--- src/rtl/comma_aligner.sv ---
module comma_aligner #(
  parameter int W = 10,
  parameter int CLEN = 7,
  parameter logic [CLEN-1:0] COMMA = 7'b1111100
) (
  input  logic         clk,
  input  logic         rst_n,
  input  logic [W-1:0] in_word,
  input  logic         in_valid,
  input  logic         realign_en,
  input  logic         realign_req,
  output logic [W-1:0] out_word,
  output logic         out_valid,
  output logic         det,
  output logic [W-1:0] lock_sel
);
  localparam int WIN = 2 * W;

  logic [W-1:0]   cur_q, prev_q;
  logic [1:0]     fill_q;
  logic [WIN-1:0] win;
  logic [W-1:0]   hit, pick, next_sel, mux_word;
  logic           full, trig, take;

  assign full = fill_q[1];
  assign win  = {cur_q, prev_q};

  for (genvar i = 0; i < W; i++) begin : g_det
    logic [W-1:0] slice;
    assign slice  = win[i +: W];
    assign hit[i] = full && ((slice[CLEN-1:0] == COMMA) || (slice[CLEN-1:0] == ~COMMA));
  end

  assign pick = hit & (~hit + 1'b1);
  assign trig = |hit;
  assign take = trig && ((lock_sel == '0) || (realign_en && (pick != lock_sel)));
  assign next_sel = take ? pick : lock_sel;

  always_comb begin
    mux_word = '0;
    for (int i = 0; i < W; i++)
      if (next_sel[i]) mux_word = mux_word | win[i +: W];
  end

  always_ff @(posedge clk) begin
    if (!rst_n) begin
      cur_q     <= '0;
      prev_q    <= '0;
      fill_q    <= '0;
      out_word  <= '0;
      out_valid <= 1'b0;
      det       <= 1'b0;
      lock_sel  <= '0;
    end else begin
      det       <= in_valid && trig && !realign_req;
      out_valid <= in_valid && !realign_req && (next_sel != '0);
      if (in_valid) begin
        cur_q  <= in_word;
        prev_q <= cur_q;
        fill_q <= {fill_q[0], 1'b1};
        if (next_sel != '0) out_word <= mux_word;
      end
      if (realign_req)   lock_sel <= '0;
      else if (in_valid) lock_sel <= next_sel;
    end
  end

  p_sel_onehot_r3: assert property (@(posedge clk) disable iff (!rst_n)
    $onehot0(lock_sel));

  p_valid_needs_lock_r5: assert property (@(posedge clk) disable iff (!rst_n)
    out_valid |-> (lock_sel != '0));

  p_det_locks_r7: assert property (@(posedge clk) disable iff (!rst_n)
    det |-> (lock_sel != '0));

  p_hold_r8: assert property (@(posedge clk) disable iff (!rst_n)
    ((lock_sel != '0) && !realign_en && !realign_req) |=> (lock_sel == $past(lock_sel)));

  p_clear_r10: assert property (@(posedge clk) disable iff (!rst_n)
    realign_req |=> ((lock_sel == '0) && !out_valid && !det));

  p_idle_r11: assert property (@(posedge clk) disable iff (!rst_n)
    !in_valid |=> (!out_valid && !det));
endmodule

--- config.mk ---
export PLATFORM = sky130hd
export DESIGN_NAME = comma_aligner
export DESIGN_NICKNAME = d
export VERILOG_FILES = /design/src/rtl/comma_aligner.sv
export SDC_FILE = /design/constraint.sdc
export NUM_CORES = 1
export LEC_CHECK = 0
export ABC_AREA = 1
export BUFFER_PORTS_ARGS = -buffer_cell sky130_fd_sc_hd__buf_2
export CORE_ASPECT_RATIO = 1.2
export CORE_UTILIZATION = 60
export CTS_BUF_LIST = sky130_fd_sc_hd__clkbuf_8
export CTS_CLUSTER_DIAMETER = 30
export DETAILED_ROUTE_END_ITERATION = 12
export PLACE_DENSITY_LB_ADDON = 0.15
export SYNTH_ARGS = -nofsm -noshare
export SYNTH_HDL_FRONTEND = slang
export SYNTH_SLANG_ARGS = --single-unit
export TNS_END_PERCENT = 1
--- constraint.sdc ---
create_clock -name clk -period 3.6 [get_ports clk]
set_input_delay 0.72 -clock clk [delete_from_list [all_inputs] [get_ports clk]]
set_output_delay 0.72 -clock clk [all_outputs]
set_load 0.01 [all_outputs]
=== After elaboration in Yosys (flattened, before gate mapping) ===
Cells that the tools add are included.

* Flip-flop bits (word level): 44
* Bits of input ports: 15
* Word-level logic and storage cells: 85

* Add/subtract/negate cells: 1
* Equality and inequality tests: 21
* Multiplexer cells: 11
* Bitwise gates (word level): 12
* Reduce and logical (&&, ||, !) cells: 33

{| class="wikitable"
|+ Operators with widths
! operator !! count
|-
| 10-bit two-way mux || 11
|-
| 10-bit bitwise OR || 9
|-
| 7-bit by 2-bit equality test with 1-bit output, second input constant || 10
|-
| 7-bit equality test, second input constant || 10
|-
| 1-bit logical AND || 16
|-
| 1-bit logical OR || 11
|-
| 10-bit by 1-bit adder with 10-bit output, second input constant || 1
|-
| 10-bit bitwise AND || 1
|-
| 10-bit zero test || 1
|-
| 10-bit != test || 1
|-
| 10-bit NOT || 1
|-
| 10-bit nonzero test || 1
|-
| 10-bit OR reduction || 1
|-
| 2-bit AND reduction || 1
|-
| 2-bit OR reduction || 1
|-
| 1-bit zero test || 1
|-
| 1-bit NOT || 1
|}

=== Longest topological paths before layout ===
* Depth in word-level cells: 30
* Depth in mapped cells: 30
* Depth with buffers taken out: 26

=== Least setup slack after synthesis ===
Ideal clock, no wire load.

* Kind: flip-flop to flip-flop
* Start: register prev_q[4], in the netlist g_det[0].slice[4]
* End: register out_word[0]
* Library setup time: 113 ps
* Arrival time: 2,517 ps
* Required time: 3,487 ps
* Setup slack: 971 ps
* Stages on the path, launching flop included: 29
* Path buffers: 4
* Path through: dfxtp_1 -> buf_2 -> nand2_1 -> nor2_1 -> nand2_1 -> nand2_1 -> nand2_1 -> nand2_1 -> nor2_2 -> buf_6 -> nand3_1 -> nand2_1 -> nand3_1 -> nor2_1 -> nand2_1 -> nand2_2 -> nand2_4 -> nand2_4 -> buf_6 -> nand2_1 -> nand2_1 -> nand2_2 -> nor2_2 -> nand3_1 -> nand2_2 -> buf_4 -> nand2_1 -> nand2_1 -> nor2_1

* Cells in the longest elaborated chain, start to end: 30
* Elaborated cells between the ends (all ways): 50
* Classes of those cells: add/sub: 1; eq/ne: 11; mux: 11; bitwise: 11; reduce/logical: 16

{| class="wikitable"
|+ Ends and longest elaborated chain
! what !! line !! text
|-
| start, declared || 19 || <nowiki>logic [W-1:0] cur_q, prev_q;</nowiki>
|-
| start signal, assigned || 59 || <nowiki>prev_q <= cur_q;</nowiki>
|-
| 7-bit equality test or 7-bit by 2-bit equality test with 1-bit output (tied branches) || 31 || <nowiki>assign hit[i] = full && ((slice[CLEN-1:0] == COMMA) || (slice[CLEN-1:0] == ~COMMA));</nowiki>
|-
| 1-bit logical OR || 31 ||
|-
| 1-bit logical AND || 31 ||
|-
| 10-bit NOT || 34 || <nowiki>assign pick = hit & (~hit + 1'b1);</nowiki>
|-
| 10-bit by 1-bit adder with 10-bit output || 34 ||
|-
| 10-bit bitwise AND || 34 ||
|-
| 10-bit != test || 36 || <nowiki>assign take = trig && ((lock_sel == '0) || (realign_en && (pick != lock_sel)));</nowiki>
|-
| 1-bit logical AND || 36 ||
|-
| (+14 left out) || -- ||
|-
| 10-bit bitwise OR || 42 || <nowiki>if (next_sel[i]) mux_word = mux_word | win[i +: W];</nowiki>
|-
| 10-bit two-way mux || 42 ||
|-
| 10-bit bitwise OR || 42 ||
|-
| 10-bit two-way mux || 42 ||
|-
| 10-bit bitwise OR || 42 ||
|-
| 10-bit two-way mux || 42 ||
|-
| 10-bit bitwise OR || 42 ||
|-
| 10-bit two-way mux || 42 ||
|-
| end signal, assigned || 61 || <nowiki>if (next_sel != '0) out_word <= mux_word;</nowiki>
|-
| end, declared || 12 || <nowiki>output logic [W-1:0] out_word,</nowiki>
|}

Several ways; a longest one is shown, not always the timed one.
A chain may end at the register's enable or synchronous reset.

=== Worst setup path in the final report ===
* Start: register prev_q[9], in the netlist g_det[0].slice[9]
* End: register out_word[2]

The elaborated chain is that of the path after synthesis.

==> flow_metrics.tcl <==
set metrics [dict create \
    synth_cell_types 26 \
    yosys-top-cells-area "dfxtp_1 (27%), nand2_1 (18%), o21ai_0 (9.0%)" \
    wl_met1_microns 4000 \
    timing.final.max_slew_violations 0 \
    hold_viol_final 0 \
    ir_drop_uv 243 \
    clk_pin_slew_ps 90 \
    crit_type "register to register" \
    port_buffers 36 \
    hold_class "register to register" \
    nets 610 \
    grt_pass1_wl_microns 16600 \
    synth_most_common_cell "nand2_1" \
    die_w_microns 69.0 \
    holdBufCountCts 0 \
    yosys_most_used_dff "dfxtp_1" \
    arrival_ps 3430 \
    antenna_left 0 \
    max_freq_mhz 309 \
    viasPerCell 5.91 \
    cts_buffers 5 \
    grt_max_degree 38 \
    initial_core_util_pct 64.0 \
    postLayoutCoreUtil_pct 71.4 \
    dpl.hpwl_microns 7670 \
    reg2regPathDepth 26 \
    r2r_end "out_word[2]" \
    drc 0 \
    die_area_sq_um 5680 \
    layout-drive-gt1-share_pct 14.9 \
    synthToLayoutAreaGrowth_pct 11.5 \
    num_rows 28 \
    drt_iter0_markers 416 \
    rsz0062_at_grt "no" \
    leakage_nw 1.89 \
    layout_min_cycle_time_ps 3230 \
    ios 37 \
    status "finished clean" \
    period_share_pct 89.8 \
    ctsResizeCount 0 \
    skew_ps 6.94 \
    routed_wl_microns 10200 \
    cp-start-kind "register" \
    drt-wirelength-per-cell_microns 15.6 \
    crit_start "g_det[0].slice[9]" \
    setup_viol 0 \
    antenna_cells 0 \
    grt_usage_pct 39.5 \
    powerDensity_nw_per_um2 352 \
    yosys-top-cells-count "nand2_1 (157), nor2_1 (72), inv_1 (62)" \
    syn_inst 561 \
    synthArstFlopShare_pct 0 \
    critPathMaxFanout 20 \
    worst_setup_path_end_kind "register" \
    overflow 0 \
    crit_end "out_word[2]" \
    core-area_sq_um 5040 \
    synth_edf_count 0 \
    postCtsSetupRepairBufs 0 \
    top_layer_used "met4" \
    gp_congestion 1.08 \
    synth_area_leader_cell "dfxtp_1" \
    r2r_slack_ps 370 \
    required_ps 3800 \
    post-place-ws_ps 109 \
    clk_latency_ps 300 \
    synth-seq-area-share_pct 27.3 \
    cts_root_buffer "clkbuf_8" \
    htree_levels 2 \
    num_vias 3875 \
    worst_slew_pin_slew_ps 532 \
    avgSynthCellArea_sq_um 5.75 \
    synthesis.nets 576 \
    yosys_warnings 0 \
    antenna_found_initial 0 \
    drt-pass1-iter-count 8 \
    finalPower_mw 1.27 \
    synth-seq-cells 44 \
    hold_ws_ps 471 \
    synth.top_cell.area_share_pct 27.3 \
    r2r-start "g_det[0].slice[9]" \
    cts.path.max_buffers 2 \
    synth_area_sq_um 3230 \
    cap_violations 0 \
    final.setup.tns_ps 0 \
    cts_tree "yes" \
    wl_met2_microns 4570 \
    setup_ws_ps 367 \
    met3_length_microns 1110 \
    grt_pass1_vias 3604 \
    fp.dieH_microns 82.4 \
    clock_sinks 44 \
    max_slew_margin_pct 64.4 \
]
[state kept, by name (all words and copies together) (netlist names)]
name / cells
cur_q: 10
g_det.slice: 10
lock_sel: 10
out_word: 10
fill_q: 2
det: 1
out_valid: 1
[power by group]
group | switching, mW | internal, mW
logic | 0.192 | 0.108
clock network | 0.184 | 0.209
registers | 0.0485 | 0.524
[how the worst min path moves through the flow]
| stage | from | end | slack (ps) | cells past startpoint |
|---|---|---|---|---|
| floorplan | fill_q[0] | fill_q[0] | 430 | 2 |
| global placement | fill_q[0] | fill_q[0] | 450 | 2 |
| detailed placement | fill_q[0] | fill_q[1] | 460 | 2 |
| CTS | fill_q[0] | fill_q[1] | 470 | 2 |
| global route | fill_q[0] | fill_q[0] | 500 | 2 |
| finish | fill_q[0] | fill_q[1] | 470 | 2 |
[kinds of logic (layout without fill, tap and decap cells)]
group	count (synthesis)	count (layout)	share of synthesized area, %
AO/OA/AOI/OAI	93	93	14.7
XOR/XNOR	2	2	0.543
flip-flops	44	44	27.3
buffers and inverters	96	131	13.2
AND/OR/NAND/NOR	326	326	44.3
[stage by stage]
step / instance area [sq um] / std cells
final: 3600 / 656
after global routing: 3600 / 656
after CTS: 3590 / 656
after detailed placement: 3470 / 648
after global placement: 3470 / 648
after floorplan: 3230 / 561
[cells in the final DEF (no fill, tap or decap)]
| cell | synthesis | layout |
|---|---|---|
| a21oi_1 | 30 | 30 |
| and3_1 | 1 | 1 |
| buf_12 | 0 | 1 |
| buf_2 | 11 | 36 |
| buf_4 | 4 | 19 |
| bufinv_16 | 0 | 1 |
| clkbuf_8 | 0 | 5 |
| clkinv_1 | 1 | 1 |
| clkinvlp_4 | 0 | 1 |
| dfxtp_1 | 44 | 39 |
| dfxtp_2 | 0 | 4 |
| dfxtp_4 | 0 | 1 |
| inv_1 | 62 | 62 |
| inv_2 | 4 | 4 |
| inv_6 | 0 | 1 |
| nand2_1 | 157 | 157 |
| nand2_2 | 7 | 7 |
| nand2_4 | 3 | 3 |
| nand3_1 | 53 | 53 |
| nand3_2 | 2 | 2 |
| nand3b_1 | 9 | 9 |
| nand4_1 | 13 | 13 |
| nor2_1 | 72 | 72 |
| nor2_2 | 4 | 3 |
| nor2_4 | 0 | 1 |
| nor3_1 | 3 | 3 |
| nor4_1 | 2 | 2 |
| o211ai_1 | 3 | 3 |
| o21ai_0 | 58 | 58 |
| o21ai_1 | 2 | 2 |
| xor2_1 | 2 | 2 |
[per-layer routing]
metal / global-route usage [%] / vias to the layer above
li1: - / 1867
met1: 50.2 / 1684
met2: 60.7 / 268
met3: 7.01 / 56
met4: 24.5 / 0
met5: 0 / -
[critical path, cell delays in order, from the launching register on]
cell and delay [ps]:
dfxtp_4 430, inv_1 150, nand2_1 120, nor2_1 40
nand2_1 50, nand2_1 80, nand2_1 120, nand2_1 100
nor2_4 220, nand3_1 170, a21oi_1 170, nand2_1 70
nor2_1 80, nand2_1 60, nand2_2 70, nand2_4 90
nand2_4 140, nand2_1 70, nand2_1 150, nand2_1 100
nor2_2 110, nand3_1 110, nand2_2 100, buf_12 150
nand2_1 60, nand2_1 70, nor2_1 40
[layout make-up]
type                    count  area (sq um)
well taps                  60          75.1
inverters                  67           251
clock buffers               5          68.8
multi-input cells         421          1930
repair buffers             56           343
flip-flops and latches     44           890
fillers                   459          1450
clock inverters             3          46.3
No activity file was read; power rests on OpenSTA's default activity.
